<file path="config.mk">
export PLATFORM = sky130hd
export DESIGN_NAME = lut_gate_node
export DESIGN_NICKNAME = d
export VERILOG_FILES = /design/src/rtl/lut_gate_pkg.sv /design/src/rtl/lut_input_latch.sv /design/src/rtl/lut_tick_ctrl.sv /design/src/rtl/lut_out_stage.sv /design/src/rtl/lut_gate_node.sv
export SDC_FILE = /design/constraint.sdc
export NUM_CORES = 1
export LEC_CHECK = 0
export BUFFER_PORTS_ARGS = -buffer_cell sky130_fd_sc_hd__clkbuf_2
export CAP_MARGIN = 15
export CORE_MARGIN = 2
export CORE_UTILIZATION = 53
export DETAILED_ROUTE_END_ITERATION = 6
export PLACE_DENSITY = 0.93
export SLEW_MARGIN = 20
export SYNTH_ARGS = -nofsm -noshare
export SYNTH_HDL_FRONTEND = slang
export SYNTH_SLANG_ARGS = --single-unit
</file>
<file path="constraint.sdc">
create_clock -name clk -period 3.2 [get_ports clk]
set_clock_uncertainty 0.15 [all_clocks]
set_input_delay 0.32 -clock clk [delete_from_list [all_inputs] [get_ports clk]]
set_output_delay 0.32 -clock clk [all_outputs]
set_load 0.05 [all_outputs]
</file>
<file path="src/rtl/lut_gate_pkg.sv">
`timescale 1ns/1ps
package lut_gate_pkg;
    localparam int NUM_INPUTS = 2;
    localparam int TABLE_W    = 1 << NUM_INPUTS;

    typedef enum logic [1:0] {
        ST_IDLE = 2'd0,
        ST_RUN  = 2'd1,
        ST_HOLD = 2'd2,
        ST_DONE = 2'd3
    } node_state_e;
endpackage

</file>
<file path="src/rtl/lut_input_latch.sv">
`timescale 1ns/1ps
module lut_input_latch #(
    parameter int KEY_W = 32
) (
    input  logic             clk,
    input  logic             rst_n,
    input  logic             pkt_valid,
    input  logic [KEY_W-1:0] pkt_key,
    input  logic             pkt_bit,
    input  logic [KEY_W-1:0] match_key,
    output logic             value
);
    logic hit;
    assign hit = pkt_valid && (pkt_key == match_key);

    always_ff @(posedge clk or negedge rst_n) begin
        if (!rst_n) begin
            value <= 1'b0;
        end else if (hit) begin
            value <= pkt_bit;
        end
    end

    // a matching packet is captured
    p_latch_capture_r3: assert property (@(posedge clk) disable iff (!rst_n)
        (pkt_valid && pkt_key == match_key) |=> (value == $past(pkt_bit)));

    // anything else leaves the stored value alone
    p_latch_keep_r3: assert property (@(posedge clk) disable iff (!rst_n)
        !(pkt_valid && pkt_key == match_key) |=> $stable(value));
endmodule

</file>
<file path="src/rtl/lut_tick_ctrl.sv">
`timescale 1ns/1ps
module lut_tick_ctrl
    import lut_gate_pkg::*;
#(
    parameter int TICK_W = 32
) (
    input  logic              clk,
    input  logic              rst_n,
    input  logic              cfg_we,
    input  logic [TICK_W-1:0] cfg_sim_len,
    input  logic              tick,
    input  logic              out_ready,
    output logic              emit,
    output logic              drop,
    output logic              pending
);
    node_state_e       state_q, state_d;
    logic [TICK_W-1:0] len_q;
    logic [TICK_W-1:0] cnt_q;
    logic              cnt_inc;
    logic              more_left;

    assign more_left = (cnt_q < len_q);

    // state register
    always_ff @(posedge clk or negedge rst_n) begin
        if (!rst_n) begin
            state_q <= ST_IDLE;
        end else begin
            state_q <= state_d;
        end
    end

    // run length and tick counter
    always_ff @(posedge clk or negedge rst_n) begin
        if (!rst_n) begin
            len_q <= '0;
            cnt_q <= '0;
        end else if (cfg_we) begin
            len_q <= cfg_sim_len;
            cnt_q <= '0;
        end else if (cnt_inc) begin
            cnt_q <= cnt_q + 1'b1;
        end
    end

    // next state and outputs
    always_comb begin
        state_d = state_q;
        emit    = 1'b0;
        drop    = 1'b0;
        cnt_inc = 1'b0;
        unique case (state_q)
            ST_IDLE: begin
                state_d = ST_IDLE;
            end
            ST_RUN: begin
                if (tick && more_left) begin
                    emit    = 1'b1;
                    cnt_inc = 1'b1;
                    state_d = ST_HOLD;
                end else if (tick) begin
                    state_d = ST_DONE;
                end
            end
            ST_HOLD: begin
                if (tick && more_left) begin
                    cnt_inc = 1'b1;
                    if (out_ready) begin
                        emit = 1'b1;
                    end else begin
                        drop = 1'b1;
                    end
                end else if (tick) begin
                    if (out_ready) begin
                        state_d = ST_DONE;
                    end
                end else if (out_ready) begin
                    state_d = ST_RUN;
                end
            end
            ST_DONE: begin
                state_d = ST_DONE;
            end
        endcase
        if (cfg_we) begin
            state_d = ST_RUN;
            emit    = 1'b0;
            drop    = 1'b0;
            cnt_inc = 1'b0;
        end
    end

    assign pending = (state_q == ST_HOLD);

    // a finished node stays finished until reconfigured
    p_done_stays_r6: assert property (@(posedge clk) disable iff (!rst_n)
        (state_q == ST_DONE && !cfg_we) |=> (state_q == ST_DONE));

    // the counter never passes the run length
    p_count_bound_r6: assert property (@(posedge clk) disable iff (!rst_n)
        (state_q != ST_IDLE) |-> (cnt_q <= len_q));

    // no emission before the first configuration
    p_idle_silent_r1: assert property (@(posedge clk) disable iff (!rst_n)
        (state_q == ST_IDLE) |=> !pending);
endmodule

</file>
<file path="src/rtl/lut_out_stage.sv">
`timescale 1ns/1ps
module lut_out_stage #(
    parameter int KEY_W = 32,
    parameter int PAY_W = 32
) (
    input  logic             clk,
    input  logic             rst_n,
    input  logic             clear,
    input  logic             load,
    input  logic             drop,
    input  logic [KEY_W-1:0] load_key,
    input  logic             load_bit,
    output logic [KEY_W-1:0] pkt_key,
    output logic [PAY_W-1:0] pkt_payload,
    output logic             overflow
);
    always_ff @(posedge clk or negedge rst_n) begin
        if (!rst_n) begin
            pkt_key     <= '0;
            pkt_payload <= '0;
        end else if (load) begin
            pkt_key     <= load_key;
            pkt_payload <= {{(PAY_W-1){1'b0}}, load_bit};
        end
    end

    always_ff @(posedge clk or negedge rst_n) begin
        if (!rst_n) begin
            overflow <= 1'b0;
        end else if (clear) begin
            overflow <= 1'b0;
        end else if (drop) begin
            overflow <= 1'b1;
        end
    end

    // overflow is sticky
    p_ovf_sticky_r8: assert property (@(posedge clk) disable iff (!rst_n)
        (overflow && !clear) |=> overflow);
endmodule

</file>
<file path="src/rtl/lut_gate_node.sv">
`timescale 1ns/1ps
module lut_gate_node
    import lut_gate_pkg::*;
#(
    parameter int KEY_W  = 32,
    parameter int PAY_W  = 32,
    parameter int TICK_W = 32
) (
    input  logic               clk,
    input  logic               rst_n,
    input  logic               cfg_we,
    input  logic [TICK_W-1:0]  cfg_sim_len,
    input  logic [KEY_W-1:0]   cfg_key_a,
    input  logic [KEY_W-1:0]   cfg_key_b,
    input  logic [KEY_W-1:0]   cfg_key_out,
    input  logic [TABLE_W-1:0] cfg_table,
    input  logic               in_valid,
    input  logic [KEY_W-1:0]   in_key,
    input  logic [PAY_W-1:0]   in_payload,
    input  logic               tick,
    output logic               out_valid,
    input  logic               out_ready,
    output logic [KEY_W-1:0]   out_key,
    output logic [PAY_W-1:0]   out_payload,
    output logic               overflow
);
    logic [KEY_W-1:0]      in_keys [NUM_INPUTS];
    logic [KEY_W-1:0]      key_out_q;
    logic [TABLE_W-1:0]    table_q;
    logic [NUM_INPUTS-1:0] held;
    logic                  result;
    logic                  emit;
    logic                  drop;
    logic                  pay_unused;

    assign pay_unused = ^in_payload[PAY_W-1:1];

    // configuration registers
    always_ff @(posedge clk or negedge rst_n) begin
        if (!rst_n) begin
            in_keys[0] <= '0;
            in_keys[1] <= '0;
            key_out_q  <= '0;
            table_q    <= '0;
        end else if (cfg_we) begin
            in_keys[0] <= cfg_key_a;
            in_keys[1] <= cfg_key_b;
            key_out_q  <= cfg_key_out;
            table_q    <= cfg_table;
        end
    end

    // one keyed latch per gate input; index 0 is a, index 1 is b
    for (genvar g = 0; g < NUM_INPUTS; g++) begin : g_input
        lut_input_latch #(.KEY_W(KEY_W)) u_latch (
            .clk       (clk),
            .rst_n     (rst_n),
            .pkt_valid (in_valid),
            .pkt_key   (in_key),
            .pkt_bit   (in_payload[0]),
            .match_key (in_keys[g]),
            .value     (held[g])
        );
    end

    assign result = table_q[held];

    lut_tick_ctrl #(.TICK_W(TICK_W)) u_ctrl (
        .clk         (clk),
        .rst_n       (rst_n),
        .cfg_we      (cfg_we),
        .cfg_sim_len (cfg_sim_len),
        .tick        (tick),
        .out_ready   (out_ready),
        .emit        (emit),
        .drop        (drop),
        .pending     (out_valid)
    );

    lut_out_stage #(.KEY_W(KEY_W), .PAY_W(PAY_W)) u_out (
        .clk         (clk),
        .rst_n       (rst_n),
        .clear       (cfg_we),
        .load        (emit),
        .drop        (drop),
        .load_key    (key_out_q),
        .load_bit    (result),
        .pkt_key     (out_key),
        .pkt_payload (out_payload),
        .overflow    (overflow)
    );

    // an offered packet holds while not accepted
    p_hold_stable_r7: assert property (@(posedge clk) disable iff (!rst_n)
        (out_valid && !out_ready && !cfg_we) |=>
            (out_valid && $stable(out_key) && $stable(out_payload)));

    // configuration clears pending packet and overflow
    p_cfg_clears_r10: assert property (@(posedge clk) disable iff (!rst_n)
        cfg_we |=> (!out_valid && !overflow));

    // overflow only rises from a tick against a stalled packet
    p_ovf_cause_r8: assert property (@(posedge clk) disable iff (!rst_n)
        $rose(overflow) |-> $past(out_valid && !out_ready && tick));

    // a new offer always follows a tick
    p_emit_after_tick_r4: assert property (@(posedge clk) disable iff (!rst_n)
        $rose(out_valid) |-> $past(tick));

    // upper payload bits of an offered packet are zero
    p_payload_upper_r2: assert property (@(posedge clk) disable iff (!rst_n)
        out_valid |-> (out_payload >> 1) == '0);
endmodule

</file>
# After elaboration in Yosys (flattened, before gate mapping)
# Index checks and enable logic that the tools add are counted.
# Widths: inputs -> output; s select.
# totals
in_bits,202
word_cells,56
regBits,202
# op_classes
mux,25
n_reduce_logical,8
n_eq_ne,8
n_lt_le_gt_ge,2
add_sub_neg,1
# ops
op,count
$eq 32x32->1,2
$mux 32,2
$add 32x1->32 const B,1
$lt 32x32->1,1
$mux 2,7
$mux 1,13
$pmux 2 s4,1
$eq 2x2->1 const B,2
$ne 4x3->1 const B,1
$reduce_bool 2->1,2
$logic_and 1x1->1,3
$lt 2x3->1 const B,1
$ne 3x2->1 const B,1
$ne 3x3->1 const B,1
$reduce_and 3->1,1
$bmux 1 s2,1
$eq 2x1->1 const B,1
$logic_not 2->1,1
$pmux 1 s2,1
$reduce_or 2->1,1

# Depth between registers and ports, before layout
# Gate-level depths: netlist of run 1.
# depth
ltp_word,7
depth_mapped,10

# Hierarchy
# A second synthesis of run 1 with hierarchy kept.
# hier_totals
hier_cells,851
area_unflattened_um2,10637.7
# modules_own_cells
module,area_per_inst_um2,instances,cells_each,seq_area_each_um2
lut_gate_node,4237.8,1,212,2502.4
lut_tick_ctrl,3958.8,1,435,1651.6
lut_out_stage,1652.8,1,104,850.8
lut_input_latch,394.1,2,50,25.0

# Worst setup path before layout of run 1
# Ideal clock, no wire load.
# synth_timing
path_kind,flip-flop to flip-flop
start,register u_ctrl.cnt_q[6]
end,register u_out.pkt_key[10]
t_required_ps,2925
stages_incl_launch_ff,10
arrival_time_ps,2508
slack_ps,417
period_less_slack_ps,2783
setup_ps,125
cell_sequence,dfrtp_1 > ha_1 > nand2_1 > o21ai_0 > a41oi_2 > o41ai_2 > a211oi_4 > nand2_2 > buf_4 > mux2_2
# synth_between
elab_chain_cells,5
word_cells_on_any_way,6
classes_between,order compare: 1; mux: 4; reduce/logical: 1
# synth_lines
item,line_no,text
start: declaration,lut_tick_ctrl.sv:19,logic [TICK_W-1:0] cnt_q;
start signal: assignment,lut_tick_ctrl.sv:43,cnt_q <= cnt_q + 1'b1;
$lt 32x32->1 *,lut_tick_ctrl.sv:23,assign more_left = (cnt_q < len_q);
$logic_and 1x1->1 *,"lut_tick_ctrl.sv:58, lut_tick_ctrl.sv:67",
$mux 1 (on tied branches),"lut_tick_ctrl.sv:67, lut_tick_ctrl.sv:58",
$pmux 1 s2 *,lut_tick_ctrl.sv:53,unique case (state_q)
$mux 1 *,lut_tick_ctrl.sv:86,if (cfg_we) begin
end signal: assignment,lut_out_stage.sv:22,pkt_key <= load_key;
end: declaration,lut_out_stage.sv:13,"output logic [KEY_W-1:0] pkt_key,"
# Every way passes the cells marked *; elsewhere a longest branch is shown, timed or not.
# A chain may end at the register's enable or synchronous reset.

# Worst setup path after layout of run 1
# layout_timing
start,register u_ctrl.cnt_q[15]
end,register u_ctrl.cnt_q[20]
# layout_between
elab_chain_cells,6
word_cells_on_any_way,9
classes_between,add/sub: 1; order compare: 1; mux: 5; reduce/logical: 2
# layout_lines
item,line_no
$lt 32x32->1,lut_tick_ctrl.sv:23
$logic_and 1x1->1,"lut_tick_ctrl.sv:58, lut_tick_ctrl.sv:67"
$mux 1,"lut_tick_ctrl.sv:58, lut_tick_ctrl.sv:67"
$mux 1,n/a
$mux 1,lut_tick_ctrl.sv:86
$reduce_bool 2->1 (no source line),n/a
# Several ways; a longest one is shown, not always the timed one. The select of a mux whose other input is x is not followed.

==> results of run 1 <==
## logic make-up (layout without fill, tap and decap cells)
logic type,after synthesis,in the layout,synth area share [%]
and+or+nand+nor,167,167,8.85
buffers and inverters,105,441,5.33
xor gates and xnor gates,66,66,5.88
adders and majority gates,36,36,4.58
muxes,142,142,16.4
DFF,202,202,51.4
AOI/OAI and AO/OA,122,122,7.51
other,1,32,0.0382
## power breakdown
group          switching [mW]  internal [mW]  total, mW  leakage (nW)
logic                    1.67          0.891       2.56          3.27
clock network            1.08           1.78       2.86         0.402
registers               0.303           2.96       3.26          2.46
## through the flow
stage	utilization, %	hold WS (ns)	worst slack (ns)	cells
6_report	73.5	0.0598	0.0991	1437
3_5_place_dp	61.2	0.292	-0.00140	1260
4_1_cts	73.3	0.0382	0.00918	1433
3_3_place_gp	61.2	0.286	0.0641	1260
2_1_floorplan	-	-0.126	0.417	871
5_1_grt	73.5	0.0757	-0.000171	1437
## registers in the layout, summed over array words and instances (netlist names)
signal / flops
table_q: 4
in_keys: 64
g_input.u_latch.value: 2
u_out.pkt_key: 32
u_ctrl.state_q: 2
u_ctrl.len_q: 32
u_out.pkt_payload: 1
u_ctrl.cnt_q: 32
u_out.overflow: 1
key_out_q: 32
## final timing paths
| kind | cells after the start | end | slack [ns] |
|---|---|---|---|
| hold / removal | 2 | u_ctrl.cnt_q[4] | 0.06 |
| max in group asynchronous | 3 | key_out_q[20] | 1.85 |
| setup reg to reg | 9 | u_ctrl.cnt_q[20] | 0.1 |
| setup / recovery | 9 | u_ctrl.cnt_q[20] | 0.1 |
| min in group asynchronous | 2 | u_ctrl.len_q[15] | 0.31 |
| hold reg to reg | 1 | u_out.pkt_key[31] | 0.36 |
## layout make-up
type | count | area, µm² | area share, %
Antenna cell | 1 | 2.50 | 0.0188
Clock buffer | 28 | 623 | 4.69
Clock inverter | 11 | 194 | 1.46
Inverter | 46 | 173 | 1.30
Multi-Input combinational cell | 564 | 4390 | 33.1
Sequential cell | 202 | 5050 | 38.0
Tap cell | 229 | 287 | 2.16
Timing Repair Buffer | 356 | 2560 | 19.3
## placed cells by master (no fill, tap or decap), types with 3 or more instances in the layout
cell type	n
clkbuf_2	203
dfrtp_1	202
mux2_2	140
dlygate4sd3_1	134
nand2_1	59
xnor2_1	58
o21ai_0	51
inv_1	46
a21oi_1	42
ha_1	36
conb_1	31
nand4_1	30
clkbuf_16	22
nor2_1	21
buf_4	13
or3_1	10
nand3_1	8
o31ai_1	8
xor2_1	8
nor4_1	7
nand3b_1	6
clkbuf_8	6
nor2b_1	5
nand2b_1	5
or4_1	5
bufinv_16	5
clkinv_2	4
buf_12	4
and3_1	3
nor3_1	3
a31o_2	3
## cells in the mapped netlist, types with 7 or more instances
| library cell | n | area [µm²] |
|---|---|---|
| clkbuf_1 | 23 | 86.3 |
| inv_1 | 46 | 173 |
| xnor2_1 | 58 | 508 |
| or3_1 | 10 | 62.6 |
| a21oi_1 | 43 | 215 |
| nor4_1 | 7 | 43.8 |
| xor2_1 | 8 | 70.1 |
| buf_4 | 34 | 255 |
| ha_1 | 36 | 450 |
| dfrtp_1 | 202 | 5050 |
| nand4_1 | 30 | 188 |
| o31ai_1 | 8 | 60.1 |
| o21ai_0 | 51 | 255 |
| nor2_1 | 21 | 78.8 |
| mux2_2 | 140 | 1580 |
| nand2_1 | 59 | 221 |
| nand3_1 | 8 | 40.0 |
## critical path, cell delays in order (launching register included)
cell and delay (ns):
dfrtp_1 0.45, ha_1 0.36, nand2_1 0.18, o21ai_0 0.16, a21oi_2 0.19, o41ai_4 0.15
a2111o_1 0.45, buf_4 0.20, or4_1 0.55, a21oi_1 0.17
## what timing repair did
item,in CTS,in global routing
hold endpoints to repair,217,0
buffers inserted,0,3
hold buffers,134,0
pin swaps,0,2
resized for setup,2,2
endpoints found under the setup margin,5,6
## per-layer routing
metal  track usage [%]  part of all wire [%]  vias up
li1                  -                     -     3581
met1              33.7                    35     4119
met2              57.0                    51      488
met3              7.42                   7.7      140
met4              17.6                   6.4        0
met5                 0                     0        -
==> results.sh, run 1 <==
export IMPL_dr_first_iter_drc_count=541
export IMPL_placed_area_um2=11100
export IMPL_crit_type="flop to flop"
export IMPL_required_ns=3.47
export IMPL_grt_max_degree=87
export IMPL_ys_warn_count=0
export IMPL_cts_buffer_depth=3
export IMPL_crit_arrival_ns=3.37
export IMPL_power_density_nw_per_um2=653
export IMPL_grt_pass1_vias=8925
export IMPL_vias_per_cell=5.80
export IMPL_antenna_left=0
export IMPL_hold_violations=0
export IMPL_period_needed_ns=3.10
export IMPL_ys_seq_area_share_pct=51.4
export IMPL_irDropWorstVdd_uv=507
export IMPL_slew_violations=0
export IMPL_worst_path_max_fanout=16
export IMPL_drc=9
export IMPL_cp_start_kind="flop"
export IMPL_drtPass1Iterations=7
export IMPL_finalPower_mw=8.68
export IMPL_start_util_pct=54.3
export IMPL_antenna_found_initial=1
export IMPL_clockRootBuffer="clkbuf_16"
export IMPL_gp_congestion=0.823
export IMPL_synth_avg_cell_area_um2=11.7
export IMPL_fin_crit_sh_pct=96.9
export IMPL_clkTransAtPathRegs_ns=0.06
export IMPL_hp_start="cfg_we"
export IMPL_cts_tree="yes"
export IMPL_fin_nets=1430
export IMPL_coreArea_um2=18100
export IMPL_ios=268
export IMPL_cts_sinks=202
export IMPL_die_height_um=140
export IMPL_max_freq_mhz=322
export IMPL_cts_buffers=22
export IMPL_hp_class="primary input to flop"
export IMPL_via_count=8328
export IMPL_port_buffers=205
export IMPL_n_fill_cell=1096
export IMPL_synth_cell_types=46
export IMPL_maxSlewHeadroom_pct=51.7
export IMPL_area_growth_syn_to_layout_pct=35.2
export IMPL_drive_above_1_share_pct=34.5
export IMPL_grt_pass1_wl_mm=48.4
export IMPL_syn_area_um2=9830
export IMPL_finalInstanceArea_um2=13300
export IMPL_cts_htree_levels=1
export IMPL_die_w_um=140
export IMPL_globalRouteOverflowTotal=0
export IMPL_synth_seq_cells=202
export IMPL_reg2reg_from="u_ctrl.cnt_q[15]"
export IMPL_hpwlAfterDp_mm=16.9
export IMPL_drt_total_wl_mm=31.1
export IMPL_violations="design-rule violations"
export IMPL_tns_ns=0
export IMPL_synthArstFlopShare_pct=100
export IMPL_cp_startpoint="u_ctrl.cnt_q[15]"
export IMPL_cp_end_kind="flop"
export IMPL_synth_ff_type="dfrtp_1"
export IMPL_worstSkewPairLatency_ns=0.51
export IMPL_wl_per_cell_um=21.7
export IMPL_grt_usage_pct=31.5
export IMPL_p_leak_nw=6.14
export IMPL_worstMarginPinSlew_ns=0.724
export IMPL_synth_edf_count=0
export IMPL_setup_violations=0
export IMPL_maxCapViolations=0
export IMPL_die_area_um2=19600
export IMPL_status="finished with violations"
export IMPL_synth_cells=841
export IMPL_row_count=49
Note: power is estimated with default switching activity, not from simulation.
==> inputs of run 2 (changes only) <==
- CTS_BUF_LIST: unset -> sky130_fd_sc_hd__clkbuf_16
- clock period: 3.2 -> 3.1 ns (I/O delays scaled with it)
==> results.sh, run 2 (same netlist as run 1, synthesis figures left out) <==
export IMPL_antenna_left=0
export IMPL_period_needed_ns=3.02
export IMPL_die_w_um=140
export IMPL_grt_pass1_vias=8826
export IMPL_coreArea_um2=18100
export IMPL_mostFrequentLayoutCells="clkbuf_2, dfrtp_1, mux2_2, dlygate4sd3_1, nand2_1"
export IMPL_hpwlAfterDp_mm=16.8
export IMPL_worst_path_max_fanout=9
export IMPL_worstSkewPairLatency_ns=0.52
export IMPL_max_freq_mhz=331
export IMPL_cp_start_kind="flop"
export IMPL_final_cells=1443
export IMPL_hold_violations=0
export IMPL_final_common_cell="clkbuf_2"
export IMPL_dr_first_iter_drc_count=573
export IMPL_gp_congestion=0.807
export IMPL_drive_above_1_share_pct=34.0
export IMPL_status="finished with violations"
export IMPL_placed_cells=1265
export IMPL_slew_violations=0
export IMPL_largest_reg_flops=64
export IMPL_maxSlewHeadroom_pct=44.9
export IMPL_port_buffers=205
export IMPL_required_ns=3.38
export IMPL_violations="design-rule violations"
export IMPL_worstMarginPinSlew_ns=0.826
export IMPL_grt_pass1_wl_mm=48.2
export IMPL_clkTransAtPathRegs_ns=0.06
export IMPL_irDropWorstVdd_uv=637
export IMPL_grt_usage_pct=31.4
export IMPL_hp_class="primary input to flop"
export IMPL_cts_htree_levels=1
export IMPL_regMostFlops="in_keys"
export IMPL_vias_per_cell=5.67
export IMPL_hold_slack_ns=0.0404
export IMPL_via_count=8187
export IMPL_die_height_um=140
export IMPL_cpPeakStageDelay_ns=0.57
export IMPL_finalPower_mw=8.57
export IMPL_drc=22
export IMPL_fin_crit_sh_pct=97.3
export IMPL_crit_arrival_ns=3.29
export IMPL_maxCapViolations=0
export IMPL_row_count=49
export IMPL_wl_per_cell_um=21.4
export IMPL_cp_top_family="compound AO/OA/AOI/OAI gates"
export IMPL_slowest_stage="a2111o_1"
export IMPL_cts_tree="yes"
export IMPL_cp_num_buf_inv=1
export IMPL_ios=268
export IMPL_rrSetupSlack_ns=0.08
export IMPL_crit_type="flop to flop"
export IMPL_area_growth_syn_to_layout_pct=34.2
export IMPL_antenna_found_initial=3
export IMPL_cts_sinks=202
export IMPL_fin_nets=1435
export IMPL_die_area_um2=19600
export IMPL_drtPass1Iterations=7
export IMPL_drt_total_wl_mm=30.9
export IMPL_setup_violations=0
export IMPL_cp_cell_sequence="ha_1 > a211oi_1 > o21ai_1 > a41oi_2 > o41ai_4 > buf_4 > a2111o_1 > or3_1 > a21oi_1"
export IMPL_cts_buffers=23
export IMPL_power_density_nw_per_um2=649
export IMPL_clockRootBuffer="clkbuf_16"
export IMPL_tns_ns=0
export IMPL_start_util_pct=54.3
export IMPL_globalRouteOverflowTotal=0
export IMPL_cp_end_kind="flop"
export IMPL_p_leak_nw=6.09
export IMPL_grt_max_degree=94
export IMPL_post_route_util_pct=72.9
export IMPL_cts_buffer_depth=3
export IMPL_rsz0062_at_grt="false"
==> run 2: cell count changes in the layout (fill, tap and decap cells not counted), moves of 2 or more <==
cell / previous run / this run
clkinv_1: 0 / 6
clkbuf_8: 6 / 1
buf_4: 13 / 17
bufinv_16: 5 / 1
clkinv_2: 4 / 1
clkinvlp_4: 1 / 4
inv_1: 46 / 49
diode_2: 1 / 3
==> run 2: worst paths after layout <==
kind / start / endpoint / cells after the start
max: u_ctrl.cnt_q[2] / u_ctrl.cnt_q[27] / 9
min: out_ready / u_out.overflow / 4
max reg2reg: u_ctrl.cnt_q[2] / u_ctrl.cnt_q[27] / 9
min reg2reg: u_out.pkt_key[29] / u_out.pkt_key[29] / 1
max in group asynchronous: rst_n / in_keys[30] / 3
min in group asynchronous: rst_n / u_ctrl.len_q[21] / 2
==> run 2: area by class of cell <==
cell class / instances / area, µm²
antenna: 3 / 7.51
clock buffer: 23 / 576
clock inverter: 16 / 119
fill: 1120 / 4890
inverter: 46 / 173
multi-input combinational: 564 / 4400
sequential: 202 / 5050
tap: 229 / 287
timing repair buffer: 360 / 2580
==> run 2: stage by stage <==
| step | worst slack [ns] | cell area, µm² |
|---|---|---|
| finish | 0.0826 | 13200 |
| global route | 0.00131 | 13200 |
| CTS | 0.0540 | 13200 |
| detailed placement | 0.0282 | 11100 |
| global placement | 0.0688 | 11100 |
| floorplan | 0.317 | 9940 |
==> run 2: layer usage <==
metal	wire length [µm]	GRT usage, %	vias up
met2	15600	55.4	474
met3	2480	7.59	115
met4	1670	16.1	0
met5	0	0	-
met1	11100	35.5	3990
li1	-	-	3608
==> run 2: repair_timing <==
item / CTS / global route
resized for setup: 2 / 2
hold endpoints to repair: 224 / 0
gates cloned: 0 / 0
pin swaps: 1 / 4
setup endpoints to repair: 7 / 42
hold buffers: 135 / 0
buffers inserted: 0 / 1
==> run 2: worst min-delay path, cell delays in order <==
cell and delay (ns):
clkbuf_2 0.10, inv_1 0.06, a41oi_1 0.10, nor2_1 0.07
==> run 2: where the power goes <==
group	internal [mW]	switching, mW
sequential	3.05	0.295
combinational	0.919	1.71
clock	1.44	1.16
total	5.41	3.16
